File: src/rtl/rxf_pkg.sv
package rxf_pkg;
  localparam int             SFD_W     = 16;
  localparam logic [15:0]    SFD_PAT   = 16'hF3A0;
  localparam int             SIG_W     = 8;
  localparam int             SVC_W     = 8;
  localparam int             LEN_W     = 16;
  localparam int             CRC_W     = 16;
  localparam int             DATA_BITS = SIG_W + SVC_W + LEN_W;
  localparam logic [15:0]    CRC_POLY  = 16'h1021;

  function automatic logic [CRC_W-1:0] crc_step(input logic [CRC_W-1:0] c, input logic b);
    logic fb;
    fb = b ^ c[CRC_W-1];
    return {c[CRC_W-2:0], 1'b0} ^ (fb ? CRC_POLY : '0);
  endfunction

  function automatic logic rate_ok(input logic [SIG_W-1:0] s);
    case (s)
      8'h0A, 8'h14, 8'h37, 8'h6E: return 1'b1;
      default:                    return 1'b0;
    endcase
  endfunction
endpackage

File: src/rtl/rxf_sfd_search.sv
module rxf_sfd_search #(
  parameter int          W   = 16,
  parameter logic [15:0] PAT = 16'hF3A0
) (
  input  logic clk_i,
  input  logic rst_ni,
  input  logic en_i,
  input  logic vld_i,
  input  logic bit_i,
  input  logic frame_i,
  output logic hit_o
);
  logic [W-1:0] sh_q, sh_nxt;
  logic         hunt;

  assign hunt   = en_i & vld_i & ~frame_i;
  assign sh_nxt = {bit_i, sh_q[W-1:1]};   // first-received bit ends up at bit 0
  assign hit_o  = hunt & (sh_nxt == PAT[W-1:0]);

  always_ff @(posedge clk_i or negedge rst_ni) begin
    if (!rst_ni)                sh_q <= '0;
    else if (!en_i || frame_i)  sh_q <= '0;
    else if (hunt)              sh_q <= sh_nxt;
  end
endmodule

File: src/rtl/rxf_hdr_check.sv
module rxf_hdr_check
  import rxf_pkg::*;
#(
  parameter int DBITS = DATA_BITS,
  parameter int CBITS = CRC_W
) (
  input  logic clk_i,
  input  logic rst_ni,
  input  logic en_i,
  input  logic vld_i,
  input  logic bit_i,
  input  logic sfd_hit_i,
  output logic frame_o,
  output logic deliver_o,
  output logic crc_phase_o,
  output logic hdr_err_o
);
  localparam int TOT = DBITS + CBITS;
  localparam int CW  = $clog2(TOT + 1);

  logic             frame_q, bad_q;
  logic [CW-1:0]    cnt_q;
  logic [CBITS-1:0] crc_q;
  logic [SIG_W-1:0] sig_q, sig_nxt;
  logic             take, in_data, in_crc, sig_last, crc_last, bit_bad, sig_err, crc_err;

  assign take     = frame_q & en_i & vld_i;
  assign in_data  = cnt_q < CW'(DBITS);
  assign in_crc   = (cnt_q >= CW'(DBITS)) && (cnt_q < CW'(TOT));
  assign sig_nxt  = {bit_i, sig_q[SIG_W-1:1]};
  assign sig_last = cnt_q == CW'(SIG_W - 1);
  assign crc_last = cnt_q == CW'(TOT - 1);
  assign bit_bad  = bit_i != ~crc_q[CBITS-1];
  assign sig_err  = take & sig_last & ~rate_ok(sig_nxt);
  assign crc_err  = take & crc_last & (bad_q | bit_bad);

  assign hdr_err_o   = sig_err | crc_err;
  assign frame_o     = frame_q;
  assign crc_phase_o = frame_q & in_crc;
  assign deliver_o   = take & ~in_crc & ~hdr_err_o;

  always_ff @(posedge clk_i or negedge rst_ni) begin
    if (!rst_ni) begin
      frame_q <= 1'b0;
      cnt_q   <= '0;
      crc_q   <= '1;
      sig_q   <= '0;
      bad_q   <= 1'b0;
    end else if (!en_i) begin
      frame_q <= 1'b0;
    end else if (!frame_q) begin
      if (sfd_hit_i) begin
        frame_q <= 1'b1;
        cnt_q   <= '0;
        crc_q   <= '1;
        sig_q   <= '0;
        bad_q   <= 1'b0;
      end
    end else if (take) begin
      if (hdr_err_o) begin
        frame_q <= 1'b0;
      end else begin
        if (cnt_q != CW'(TOT)) cnt_q <= cnt_q + 1'b1;
        if (cnt_q < CW'(SIG_W)) sig_q <= sig_nxt;
        if (in_data) crc_q <= crc_step(crc_q, bit_i);
        if (in_crc) begin
          bad_q <= bad_q | bit_bad;
          crc_q <= {crc_q[CBITS-2:0], 1'b0};  // expose next expected bit at msb
        end
      end
    end
  end

  AST_ERR_NOT_DELIVERED: assert property (@(posedge clk_i) disable iff (!rst_ni)
    hdr_err_o |=> !frame_q);
endmodule

File: src/rtl/rxf_ser_out.sv
module rxf_ser_out (
  input  logic clk_i,
  input  logic rst_ni,
  input  logic en_i,
  input  logic frame_i,
  input  logic deliver_i,
  input  logic bit_i,
  input  logic inv_i,
  output logic data_o,
  output logic clk_o,
  output logic clk_raw_o
);
  logic data_q, dly_q, pulse_q;

  always_ff @(posedge clk_i or negedge rst_ni) begin
    if (!rst_ni) begin
      data_q  <= 1'b0;
      dly_q   <= 1'b0;
      pulse_q <= 1'b0;
    end else begin
      if (deliver_i)              data_q <= bit_i;
      else if (!en_i || !frame_i) data_q <= 1'b0;
      dly_q   <= deliver_i;
      pulse_q <= dly_q & en_i & frame_i;  // rising edge one clock after data settles
    end
  end

  assign data_o    = data_q;
  assign clk_raw_o = pulse_q;
  assign clk_o     = pulse_q ^ inv_i;

  AST_SINGLE_PULSE: assert property (@(posedge clk_i) disable iff (!rst_ni)
    pulse_q |=> !pulse_q);
endmodule

File: src/rtl/rx_framer.sv
module rx_framer
  import rxf_pkg::*;
#(
  parameter int          SFD_BITS = SFD_W,
  parameter logic [15:0] SFD_VAL  = SFD_PAT,
  parameter int          HDR_DATA = DATA_BITS,
  parameter int          HDR_CRC  = CRC_W
) (
  input  logic clk_i,
  input  logic rst_ni,
  input  logic rx_en_i,
  input  logic rx_bit_i,
  input  logic rx_bit_vld_i,
  input  logic clk_inv_i,
  output logic ser_data_o,
  output logic ser_clk_o,
  output logic data_rdy_o
);
  logic sfd_hit, frame, deliver, crc_phase, hdr_err, clk_raw;

  rxf_sfd_search #(.W(SFD_BITS), .PAT(SFD_VAL)) u_sfd (
    .clk_i, .rst_ni, .en_i(rx_en_i), .vld_i(rx_bit_vld_i), .bit_i(rx_bit_i),
    .frame_i(frame), .hit_o(sfd_hit)
  );

  rxf_hdr_check #(.DBITS(HDR_DATA), .CBITS(HDR_CRC)) u_hdr (
    .clk_i, .rst_ni, .en_i(rx_en_i), .vld_i(rx_bit_vld_i), .bit_i(rx_bit_i),
    .sfd_hit_i(sfd_hit), .frame_o(frame), .deliver_o(deliver),
    .crc_phase_o(crc_phase), .hdr_err_o(hdr_err)
  );

  rxf_ser_out u_out (
    .clk_i, .rst_ni, .en_i(rx_en_i), .frame_i(frame), .deliver_i(deliver),
    .bit_i(rx_bit_i), .inv_i(clk_inv_i), .data_o(ser_data_o),
    .clk_o(ser_clk_o), .clk_raw_o(clk_raw)
  );

  assign data_rdy_o = frame;

  AST_RISE_ON_SFD: assert property (@(posedge clk_i) disable iff (!rst_ni)
    $rose(data_rdy_o) |-> $past(sfd_hit));
  AST_NO_CLK_OUTSIDE: assert property (@(posedge clk_i) disable iff (!rst_ni)
    !data_rdy_o |-> !clk_raw);
  AST_CRC_SILENT: assert property (@(posedge clk_i) disable iff (!rst_ni)
    ($past(crc_phase) && $past(crc_phase, 2)) |-> !clk_raw);
  AST_STANDBY_DROP: assert property (@(posedge clk_i) disable iff (!rst_ni)
    !rx_en_i |=> !data_rdy_o);
  AST_HDR_ABORT: assert property (@(posedge clk_i) disable iff (!rst_ni)
    hdr_err |=> (!data_rdy_o && !clk_raw));
endmodule

File: config.mk
export PLATFORM = sky130hd
export DESIGN_NAME = rx_framer
export DESIGN_NICKNAME = d
export VERILOG_FILES = /design/src/rtl/rxf_pkg.sv /design/src/rtl/rxf_sfd_search.sv /design/src/rtl/rxf_hdr_check.sv /design/src/rtl/rxf_ser_out.sv /design/src/rtl/rx_framer.sv
export SDC_FILE = /design/constraint.sdc
export NUM_CORES = 1
export LEC_CHECK = 0
export BUFFER_PORTS_ARGS = -buffer_cell sky130_fd_sc_hd__buf_2
export CAP_MARGIN = 20
export CELL_PAD_IN_SITES_DETAIL_PLACEMENT = 0
export CELL_PAD_IN_SITES_GLOBAL_PLACEMENT = 2
export CORE_MARGIN = 2
export CORE_UTILIZATION = 38
export CTS_CLUSTER_DIAMETER = 100
export DETAILED_ROUTE_END_ITERATION = 6
export PLACE_DENSITY_LB_ADDON = 0.15
export SYNTH_ARGS = -nofsm -noshare
export SYNTH_HDL_FRONTEND = slang
export SYNTH_SLANG_ARGS = --single-unit
File: constraint.sdc
create_clock -name clk_i -period 2 [get_ports clk_i]
set_clock_uncertainty 0.15 [all_clocks]
set_input_delay 0.3 -clock clk_i [delete_from_list [all_inputs] [get_ports clk_i]]
set_output_delay 0.3 -clock clk_i [all_outputs]
set_load 0.02 [all_outputs]
==> results list, run 1 <==
- After detailed routing, the average wire length per cell comes to 15.92 µm.
- Counting every sink on the clock net gives 49.
- The count of nets left with antenna violations once routing finished came out at 0.
- Synthesized instance count: around 200
- Count of flip-flops with a built-in enable after synthesis: 0
- The first detailed-routing pass ran for 4 iterations.
- Register cell area after layout: ~1200 µm²
- Worst vdd ir: around 0.42 mV
- The checks that failed: setup timing.
- Number of antenna violations at the first check in global routing: 0
- The final critical path takes up 110.0% of the cycle.
- Power spread over the standard cell area amounts to between 500 and 600 nW/µm².
- Clock transition time at the flip-flop clock pins of the worst setup and hold paths: 0.10 ns
* IO Pins: 9
- Setup repair after global routing missed its margin: yes
- Library cell contributing the largest single delay on the critical path: sky130_fd_sc_hd__or4b_4
- Once placement completed, the tool counted placed cells totaling around 320.
- Yosys mapped the design onto 50 distinct sky130hd cell types.
- The total area inside the core boundary comes to about 6000 µm².
- Final weighted congestion in routability-driven placement: 0.8400
- In the final layout, the share of cells above drive strength 1 is 45.56%.
* Clock buffer count from CTS: 5
- Filler Cells Inserted: between 500 and 600
- Vias per inst: approximately 5.4
- Async set-reset flop share out of synthesis: between 90% and 100%
* Cell Chain, Critical Path: or4b_4 -> nor4_4 -> buf_4 -> a21oi_2 -> a211oi_4 -> buf_12 -> o22a_2
* Slew at the pin with the worst max-slew slack: a little under 0.5 ns
- Overall routed net length: 5.316 mm
- Flip-flop and latch count after synthesis: 49
* Relative slew slack: between 60% and 70%
* Clock tree root driver cell: sky130_fd_sc_hd__clkbuf_8
* CTS max path bufs: 2
- Wire length of the first global-routing pass: roughly 9.2 mm
- Worst setup path startpoint: u_sfd.sh_q[5]
* Number of endpoints failing setup at the final stage: 30
- TritonCTS built the clock tree.
- The die is around 83 µm tall.
* Final slew viol count: 0
- Summing all multi-input logic gate instances after layout gives approximately 1200 µm².
- By area the synthesized netlist is led by sky130_fd_sc_hd__dfrtp_1, sky130_fd_sc_hd__dfstp_2, sky130_fd_sc_hd__mux2i_1.
- Ys flop type: sky130_fd_sc_hd__dfrtp_1
* Chip width: 83.45 µm
* Layout Area Growth over Synthesis: 30.52%
- Post-route cell area: roughly 3100 µm²
- Number of nets in the synthesized netlist: 211
* Placed Area: roughly 2900 µm²
* Worst setup path class: reg2reg
- Most instantiated library cell after synthesis: sky130_fd_sc_hd__dfrtp_1
- Max FO, Critical Path: 16
- Hold Path Origin: rx_en_i
* Portion of synthesized cell area occupied by the leading cell type: approximately a third
* Largest net degree at the start of global routing: 50
- sky130_fd_sc_hd__dfrtp_1 takes more of the synthesized area than any other cell.
- Die Area: 6963 µm²
- Number of diodes: 0
* Starting DRT DRC Count: 75
- Critical Path Sink Type: flop
* Via count of the first global-routing pass: around 1900
* H-tree depth: 2
* Synthesized area: 2399 µm²
* GRT Overall Usage: between 10% and 20%
* RR Startpoint: u_sfd.sh_q[5]
* Upper clock frequency limit: around 450 MHz
* Starting density of the core: roughly two fifths
* Top delay family on crit path: simple AND/OR/NAND/NOR gates
* Data arrival time of the worst path: about 2.3 ns
- Input and output buffers added on the ports amount to 8.
- For the worst setup path, the data required time is roughly 2.1 ns.
- Mean cell area of the mapped netlist: ~12 µm²
* Top cell types by occurrence after synthesis: sky130_fd_sc_hd__dfrtp_1, sky130_fd_sc_hd__nor2_1, sky130_fd_sc_hd__dfstp_2, sky130_fd_sc_hd__mux2i_1, sky130_fd_sc_hd__nand3_1
- After detailed routing, the number of remaining DRC violations is 0.
- Min Tclk post-route: 2.199 ns
- Of the synthesized area, sequential elements account for between 50% and 60%.
* Total gr overflow: 0
- Detailed routing inserted a total of 1819 vias.
- For this run, the slowest stage of the critical path takes about 0.55 ns.
- The flow ran to the end, but the final reports show violations.
- The floorplan has 28 rows.
- The HPWL after detailed placement is 3.742 mm.
- Setup slack of the critical path after layout: -0.1992 ns
- CP startpoint kind: flop
* Type of the most critical hold path: in2reg
- Critical path buffers and inverters: 2
- The count of cells in the finished layout, fillers not included, comes to ~330.
* Number of max-cap violations: 0
- Clk Latency, worst-skew pair: around 0.30 ns
- Final Hold Fails: 0
- Summed over all failing endpoints, the final setup total negative slack is -3.526 ns.
- For this design the static power due to leakage is between 0.001 and 0.0015 µW.
* Number of nets at the end of the flow: roughly 270
- Count of yosys warnings during synthesis: 0
stage by stage:
| stage | worst slack (ns) | total power [µW] | util, % | hold slack [ns] |
|---|---|---|---|---|
| floorplan | -0.1270 | 1051 | - | -0.1456 |
| global placement | -0.1678 | 1102 | 47.47 | 0.1488 |
| detailed placement | -0.2299 | 1105 | 47.47 | 0.1588 |
| CTS | -0.1959 | 1777 | 50.81 | 0.1895 |
| global route | -0.2757 | 1833 | 51.95 | 0.1930 |
| finish | -0.1992 | 1751 | 51.95 | 0.1909 |
registers in the layout, summed over array words and instances (netlist names):
| name | count |
|---|---|
| u_sfd.sh_q | 15 |
| u_hdr.crc_q | 16 |
| u_hdr.bad_q | 1 |
| u_out.clk_raw_o | 1 |
| u_out.dly_q | 1 |
| u_out.data_o | 1 |
| u_hdr.frame_o | 1 |
| u_hdr.cnt_q | 6 |
| u_hdr.sig_q | 7 |
worst reg2reg max path, stage by stage, from the launching register on:
cell                       delay (ns)
sky130_fd_sc_hd__dfrtp_1         0.39
sky130_fd_sc_hd__or4b_4          0.55
sky130_fd_sc_hd__nor4_4          0.19
sky130_fd_sc_hd__buf_4           0.17
sky130_fd_sc_hd__a21oi_2         0.09
sky130_fd_sc_hd__a211oi_4        0.26
sky130_fd_sc_hd__buf_12          0.18
sky130_fd_sc_hd__o22a_2          0.14
kinds of logic after synthesis:
logic type	Yosys count	synth area share (%)
AND/OR/NAND/NOR	74	18.00
flip-flops	49	51.96
AO/OA/AOI/OAI	45	17.37
multiplexers	17	7.146
buffers and inverters	14	3.547
XOR/XNOR	4	1.461
adder cells (fa/ha/maj)	1	0.5216
cell usage in the layout (no fill, tap or decap), types with 2 or more instances in the layout:
cell type	instances
sky130_fd_sc_hd__dfstp_2	16
sky130_fd_sc_hd__a2111oi_4	2
sky130_fd_sc_hd__mux2i_1	16
sky130_fd_sc_hd__nand2b_1	2
sky130_fd_sc_hd__o211ai_1	2
sky130_fd_sc_hd__o22a_1	10
sky130_fd_sc_hd__nor3_1	4
sky130_fd_sc_hd__buf_6	3
sky130_fd_sc_hd__o21ai_0	2
sky130_fd_sc_hd__nand2_1	9
sky130_fd_sc_hd__or3_4	3
sky130_fd_sc_hd__nand3b_1	4
sky130_fd_sc_hd__nand4_1	2
sky130_fd_sc_hd__and3_1	3
sky130_fd_sc_hd__dfrtp_1	32
sky130_fd_sc_hd__nor2_1	18
sky130_fd_sc_hd__nand4b_1	2
sky130_fd_sc_hd__nand3_1	12
sky130_fd_sc_hd__o22a_2	6
sky130_fd_sc_hd__a21oi_1	4
sky130_fd_sc_hd__clkbuf_8	5
sky130_fd_sc_hd__xnor2_1	2
sky130_fd_sc_hd__buf_4	42
sky130_fd_sc_hd__o2bb2ai_2	5
sky130_fd_sc_hd__buf_2	8
sky130_fd_sc_hd__buf_12	2
sky130_fd_sc_hd__o2bb2ai_1	2
sky130_fd_sc_hd__o31ai_2	2
sky130_fd_sc_hd__inv_1	5
what timing repair did:
action | in CTS | in global routing
setup buffers | 1 | 3
gates cloned | 0 | 0
endpoints found under the hold margin | 33 | 0
endpoints found under the setup margin | 31 | 33
pin swaps | 7 | 3
hold buffers | 1 | 0
gates resized for setup | 14 | 9
where the power goes:
part           leakage [µW]  internal [µW]  switching, µW  total [µW]
clock network     0.0000567            325            339         664
logic              0.000665           32.3           57.0        89.3
registers          0.000607            995           2.97         998
total               0.00133           1350            399        1750
layout make-up:
| class | instances | area share [%] |
|---|---|---|
| timing repair buffer | 56 | 14.03 |
| tap | 75 | 2.998 |
| inverter | 5 | 0.5995 |
| sequential | 49 | 39.85 |
| clock inverter | 2 | 0.4396 |
| clock buffer | 6 | 2.998 |
| multi-input combinational | 141 | 39.09 |
worst paths after layout:
kind,end,slack (ns),cells after the start
worst max-delay path,u_hdr.crc_q[1],-0.20,7
worst min-delay path,u_out.clk_raw_o,0.19,2
worst max register to register,u_hdr.crc_q[1],-0.20,7
worst min register to register,u_out.clk_raw_o,0.37,1
max in group asynchronous,u_hdr.crc_q[2],1.06,3
min in group asynchronous,u_sfd.sh_q[5],0.35,3
per-layer routing:
metal | GRT usage, % | routed length (µm) | vias up
met5 | 0 | 0 | -
met4 | 3.959 | 57 | 0
met3 | 3.082 | 123 | 7
met2 | 26.83 | 2569 | 15
met1 | 22.01 | 2564 | 926
li1 | - | - | 871
(Power assumes the default switching activity.)
==> inputs of run 2 (changes only) <==
Settings changed: TNS_END_PERCENT from default to 20.
==> run 2 against run 1 <==
Net effect: the flow still finishes with violations (setup timing); final area down 0.96%; via count shrank 0.11%; combinational power rose by 5.5%; sequential cell count unchanged; setup slack got worse by 0.023 ns; sequential power barely moved; global-route usage is 0.61 points higher; register-to-register slack got worse by 0.02 ns; core utilization shrank 0.50 points; clock power is 12% higher; wire length up 5.9%.
==> results list, run 2 (synthesized netlist as in run 1, its figures left out) <==
* Antenna Nets Post-Route: 0
* Chip width: around 83 µm
* Core occupancy in the finished layout: roughly half
- Total gr overflow: 0
- Count of vias placed by the detailed router: 1817
- Type of the most critical hold path: in2reg
* Setup repair after global routing missed its margin: yes
* Register bank with the most flops: u_hdr.crc_q
- Leaving out filler cells and counting taps, the final layout contains between 300 and 400.
- The number of global-route vias before repair is 1905.
- For the final routed database, the setup TNS stands at -4.745 ns.
* Standby leakage power: 0.001337 µW
- Data required, critical path: 2.10 ns
* Die H: approximately 83 µm
* Min Tclk post-route: between 2 and 2.5 ns
- Starting density of the core: 39.80%
- Wire length of the first global-routing pass: slightly above 9 mm
- The placed instances occupy a cell area of between 2000 and 3000 µm².
- Most used cells in the layout excluding fill and tap cells: sky130_fd_sc_hd__buf_4, sky130_fd_sc_hd__dfrtp_1, sky130_fd_sc_hd__nor2_1, sky130_fd_sc_hd__mux2i_1, sky130_fd_sc_hd__dfstp_2
- Number of max-cap violations: 0
* Final Hold Slack: between 0.2 and 0.25 ns
* Proportion of layout cells with a drive suffix above 1: between 40% and 50%
- The critical path starts at u_hdr.sig_q[1].
- Worst vdd ir: 0.2856 mV
- STA classifies the critical path endpoint as a flop.
* Data arrival time of the worst path: 2.33 ns
* Hold Path Origin: rx_bit_vld_i
- Max FO, Critical Path: 8
- TritonCTS built the clock tree.
- The critical path in this run is classified as reg2reg.
* Final routed DRC violation total: 0
* Starting DRT DRC Count: around 120
- Vias per inst: about 5.5
- Number of antenna violations at the first check in global routing: 0
* Relative slew slack: 66.69%
- Post-route cell area: about 3100 µm²
- Die Area: 6963 µm²
- In this run the clock root is driven by a sky130_fd_sc_hd__clkbuf_8.
- Total power density per cell area: 592.7 nW/µm²
* Overall routed net length: 5.629 mm
* Detailed Place HPWL: between 3 and 4 mm
- After layout, the worst setup slack is -0.2224 ns.
- Final Hold Fails: 0
* Final cycle utilization of the critical path: 111.1%
* Failing checks: setup timing
- Timing would allow up to approximately 450 MHz.
- The register with the most flip-flops in the layout has 16 of them.
- Std cell rows: 28
- Before antenna repair, the detailed router went through 4 iterations.
- At the pin with the least slew margin, the transition time is roughly 0.50 ns.
- Clock transition time at the flip-flop clock pins of the worst setup and hold paths: about 0.090 ns
* CP startpoint kind: flop
- Largest net degree at the start of global routing: 50
- In this run the critical register-to-register path is launched from u_hdr.sig_q[1].
- Relative to the synthesized area, the layout overhead comes to 29.26%.
- Final slew viol count: 0
- Number of nets at the end of the flow: ~260
- Leaving out fill and tap cells, the most frequent cell in the layout is sky130_fd_sc_hd__buf_4.
- CTS max path bufs: 2
- 0 antenna diodes ended up in the layout.
* Clk Latency, worst-skew pair: approximately 0.32 ns
* Core area: 6026 µm²
* Post-DR wirelength/cell: approximately 17 µm
- After detailed placement, the design holds a cell count of around 320.
* IO Pins: 9
- Port Buffers: 8
- Number of endpoints failing setup at the final stage: 30
* Final weighted congestion in routability-driven placement: 0.8419
- GRT Overall Usage: 16.82%
- Regs by FF count: u_hdr.crc_q: 16 flops, u_sfd.sh_q: 15 flops, u_hdr.sig_q: 7 flops
- Clock buffer count from CTS: 5
- H-tree depth: 2
* Outcome: complete, but fails checks
* Number of sinks driven by the clock tree: slightly below 50
==> run 2: cell count changes in the layout (fill, tap and decap cells not counted), moves of 2 or more <==
cell and delta:
sky130_fd_sc_hd__buf_4 -3, sky130_fd_sc_hd__o31ai_2 -2, sky130_fd_sc_hd__o2bb2ai_1 +5, sky130_fd_sc_hd__clkbuf_16 +2, sky130_fd_sc_hd__o2bb2ai_2 -5
==> run 2: path summary, 6_finish.rpt <==
check                             endpoint  depth (start not counted)  slack (ns)
min reg2reg                u_out.clk_raw_o                          1        0.36
min                         u_sfd.sh_q[12]                          3        0.22
max reg2reg                u_hdr.crc_q[14]                          8       -0.22
max in group asynchronous   u_hdr.crc_q[0]                          3        1.06
max                        u_hdr.crc_q[14]                          8       -0.22
min in group asynchronous    u_sfd.sh_q[5]                          3        0.35
==> run 2: stage by stage <==
step / total power (µW) / setup WS, ns
after floorplan: 1051 / -0.1271
final: 1838 / -0.2224
after global placement: 1107 / -0.1768
after CTS: 1857 / -0.2250
after detailed placement: 1109 / -0.2235
after global routing: 1917 / -0.3045
==> run 2: critical path, stage by stage (launching register included) <==
cell and delay (ns):
sky130_fd_sc_hd__dfrtp_1 0.39, sky130_fd_sc_hd__or3_4 0.40, sky130_fd_sc_hd__a2111oi_4 0.33, sky130_fd_sc_hd__buf_4 0.19, sky130_fd_sc_hd__o31ai_4 0.08, sky130_fd_sc_hd__a211oi_4 0.21, sky130_fd_sc_hd__buf_6 0.15, sky130_fd_sc_hd__buf_12 0.12
sky130_fd_sc_hd__o22a_1 0.15
==> run 2: metal layers <==
layer	track usage [%]	wire, µm	share of wire [%]
met4	6.598	91	1.6
met1	21.01	2583	46
met5	0	0	0
met3	3.380	144	2.6
met2	28.59	2810	50
==> run 2: repair_timing <==
action                                  CTS  global route
buffers inserted                          0             1
endpoints found under the setup margin   31            33
hold buffers                              1             0
resized for setup                         5             5
pin swaps                                 6             9
gates cloned                              0             1
endpoints found under the hold margin    33             0
==> run 2: power breakdown <==
group	total (µW)	internal [µW]	switching, µW
registers	998	995	2.95
clock network	745	396	349
logic	94.2	35.9	58.2
==> run 2: final cells by class <==
| cell class | instances | area (µm²) |
|---|---|---|
| clock buffers | 7 | 118.9 |
| multi-input cells | 141 | 1155 |
| fillers | 561 | 2925 |
| inverters | 5 | 18.77 |
| repair buffers | 55 | 461.7 |
| clock inverters | 1 | 5.005 |
| flip-flops and latches | 49 | 1247 |
| well taps | 75 | 93.84 |
==> inputs of run 3 (changes only) <==
==> constraint.sdc (replaced) <==
create_clock -name clk_i -period 2 [get_ports clk_i]
set_clock_uncertainty 0.15 [all_clocks]
set_input_delay 0.1 -clock clk_i [delete_from_list [all_inputs] [get_ports clk_i]]
set_output_delay 0.1 -clock clk_i [all_outputs]
set_load 0.02 [all_outputs]
==> run 3 against run 2 <==
Net effect: the flow still finishes with violations (setup timing); register-to-register slack better by 0.02 ns; first-iteration DRC count decreased by 7.0%; core utilization increased by 0.79 points; global-route usage is 0.20 points lower; via count increased by 2.9%; largest power group unchanged; sequential share of layout area decreased by 0.61 points; fmax is 1.0% higher; wire length shrank 3.3%; clock power down 20%; final area up 1.5%; die area unchanged.
==> results list, run 3 (synthesized netlist as in run 1, its figures left out) <==
- The critical path goes through or3_4 -> a2111oi_4 -> buf_4 -> o31ai_2 -> a211oi_4 -> buf_12 -> o22a_2.
- The clock net in this run drives a total of 49 sinks.
* Regs by FF count: u_hdr.crc_q: 16 flops, u_sfd.sh_q: 15 flops, u_hdr.sig_q: 7 flops
- Worst setup path class: reg2reg
- STA classifies the critical path endpoint as a flop.
- In this run the vertical extent of the chip is between 80 and 90 µm.
- Largest net degree at the start of global routing: 50
- Setup repair after global routing could not meet its margin everywhere.
* Final Hold Fails: 0
- Failing checks: setup timing
- At the worst endpoint, the arrival time is 2.31 ns.
* Number of antenna violations at the first check in global routing: 0
- For this run, design rule violations remaining after detail routing come to 0.
* GR met1 Demand/Resource: between 20% and 30%
- Headroom to the max-slew limit came out at 59.00%.
- Vias per inst: around 5.4
- Std cell rows: 28
- Wire length of the first global-routing pass: around 9.4 mm
* Post-route cell area: 3148 µm²
* Setup slack of the critical path after layout: -0.1999 ns
- The clock reaches the later pin of the worst-skew pair after 0.31 ns.
- Slew at the pin with the worst max-slew slack: 0.6150 ns
* Starting DRT DRC Count: ~110
- CTS tree: built
* Antenna Nets Post-Route: 0
- Die Area: a little under 7000 µm²
* Total power density per cell area: between 500 and 600 nW/µm²
- Number of diodes: 0
* Slowest stage delay, CP: 0.40 ns
* Library cell contributing the largest single delay on the critical path: sky130_fd_sc_hd__or3_4
* Placed Area: slightly below 3000 µm²
* Post-DR wirelength/cell: about 16 µm
- The register with the most flip-flops in the layout has 16 of them.
* Most frequent standard cell in the layout excluding fill and tap cells: sky130_fd_sc_hd__buf_4
- For this run, the total global-route usage over all layers was measured as approximately 17%.
* Final cycle utilization of the critical path: 110.0%
* Via count of the first global-routing pass: between 1500 and 2000
* Proportion of layout cells with a drive suffix above 1: ~45%
- The congestion estimate from routability-driven global placement came to 0.8082.
- Worst vdd ir: ~0.29 mV
- Starting density of the core: 39.80%
- STA classifies the critical path startpoint as a flop.
- Register bank with the most flops: u_hdr.crc_q
- Detailed Place HPWL: between 3 and 4 mm
- Across all layers, the routed design uses 1869 vias.
- The routed design has approximately 5.4 mm of wire.
- Number of nets at the end of the flow: between 200 and 300
- Final slew viol count: 0
* Outcome: complete, but fails checks
- Core area: ~6000 µm²
- In the final timing run, aggregate negative setup slack is -4.305 ns.
* Chip width: around 83 µm
- Filler Cells Inserted: approximately 540
- Upper clock frequency limit: 454.6 MHz
- Type of the most critical hold path: in2reg
- The first TritonRoute pass finished after 4 iterations.
- Across the whole layout, storage elements account for between 1000 and 1500 µm².
- H-tree depth: 2
- Data required, critical path: 2.11 ns
* Busiest layer in global routing: met2
- Clock-pin slew was measured on the worst setup and hold paths at around 0.090 ns.
* Clock buffer count from CTS: 5
- Of all nets on the critical path, the largest fanout is 16.
- No sink is reached through more buffers than the 2 on the longest clock path.
- Global routing used under 10% of the available met3 tracks.
* Routing usage on met2: about a quarter
- After layout, the minimum clock period comes to ~2.2 ns.
- The tree is rooted in a sky130_fd_sc_hd__clkbuf_8.
- Total gr overflow: 0
- Number of endpoints failing setup at the final stage: 31
* Standby leakage power: ~0.0014 µW
- Area used by multi-input combinational logic: around 1200 µm²
- In the layout the commonest cells are sky130_fd_sc_hd__buf_4, sky130_fd_sc_hd__dfrtp_1, sky130_fd_sc_hd__nor2_1, sky130_fd_sc_hd__mux2i_1, sky130_fd_sc_hd__dfstp_2.
* Number of max-cap violations: 0
- IO Pins: 9
* Port Buffers: 8
* Layout Area Growth over Synthesis: 31.25%
run 3: timing repair:
action,in CTS,in global routing
cloned,1,0
pin swaps,7,2
resized for setup,10,6
setup buffers,6,0
endpoints found under the setup margin,32,33
hold buffers,4,0
endpoints found under the hold margin,36,0
run 3: final timing paths:
path / start / endpoint / slack (ns) / depth (start not counted)
setup / recovery: u_hdr.sig_q[1] / u_hdr.crc_q[1] / -0.20 / 7
hold / removal: rx_bit_vld_i / u_out.data_o / 0.04 / 3
setup reg to reg: u_hdr.sig_q[1] / u_hdr.crc_q[1] / -0.20 / 7
hold reg to reg: u_out.dly_q / u_out.clk_raw_o / 0.36 / 1
max in group asynchronous: rst_ni / u_hdr.cnt_q[5] / 0.99 / 3
min in group asynchronous: rst_ni / u_sfd.sh_q[2] / 0.27 / 3
run 3: critical path, delay by kind of cell, from the launching register on:
kind,cells,cell delay (ns)
AO/OA/AOI/OAI,4,0.85
buffers and inverters,2,0.36
AND/OR/NAND/NOR,1,0.40
flip-flops,1,0.39
run 3: per-stage QoR:
stage	setup WS [ns]	hold WS [ns]	util, %	cells	power (µW)
floorplan	-0.1271	-0.3456	-	204	1051
global placement	-0.1976	0.07545	48.09	326	1100
detailed placement	-0.2397	0.09073	48.09	326	1102
CTS	-0.2111	0.02332	51.72	344	1701
global route	-0.3354	0.04655	52.24	344	1751
finish	-0.1999	0.04212	52.24	344	1686
run 3: per-layer routing:
layer	vias up	wire length [µm]
met5	-	0
li1	892	-
met4	0	65
met1	945	2650
met2	26	2594
met3	6	131
run 3: area by class of cell:
type | count | area share (%)
Timing Repair Buffer | 65 | 15.58
Multi-Input combinational cell | 142 | 38.47
Clock inverter | 2 | 0.4372
Inverter | 5 | 0.5962
Sequential cell | 49 | 39.63
Clock buffer | 6 | 2.305
Tap cell | 75 | 2.981
run 3: where the power goes:
part | total, µW | switching, µW | internal (µW)
sequential | 999 | 3.30 | 995
combinational | 92.0 | 57.8 | 34.2
clock | 595 | 345 | 250
total | 1690 | 406 | 1280
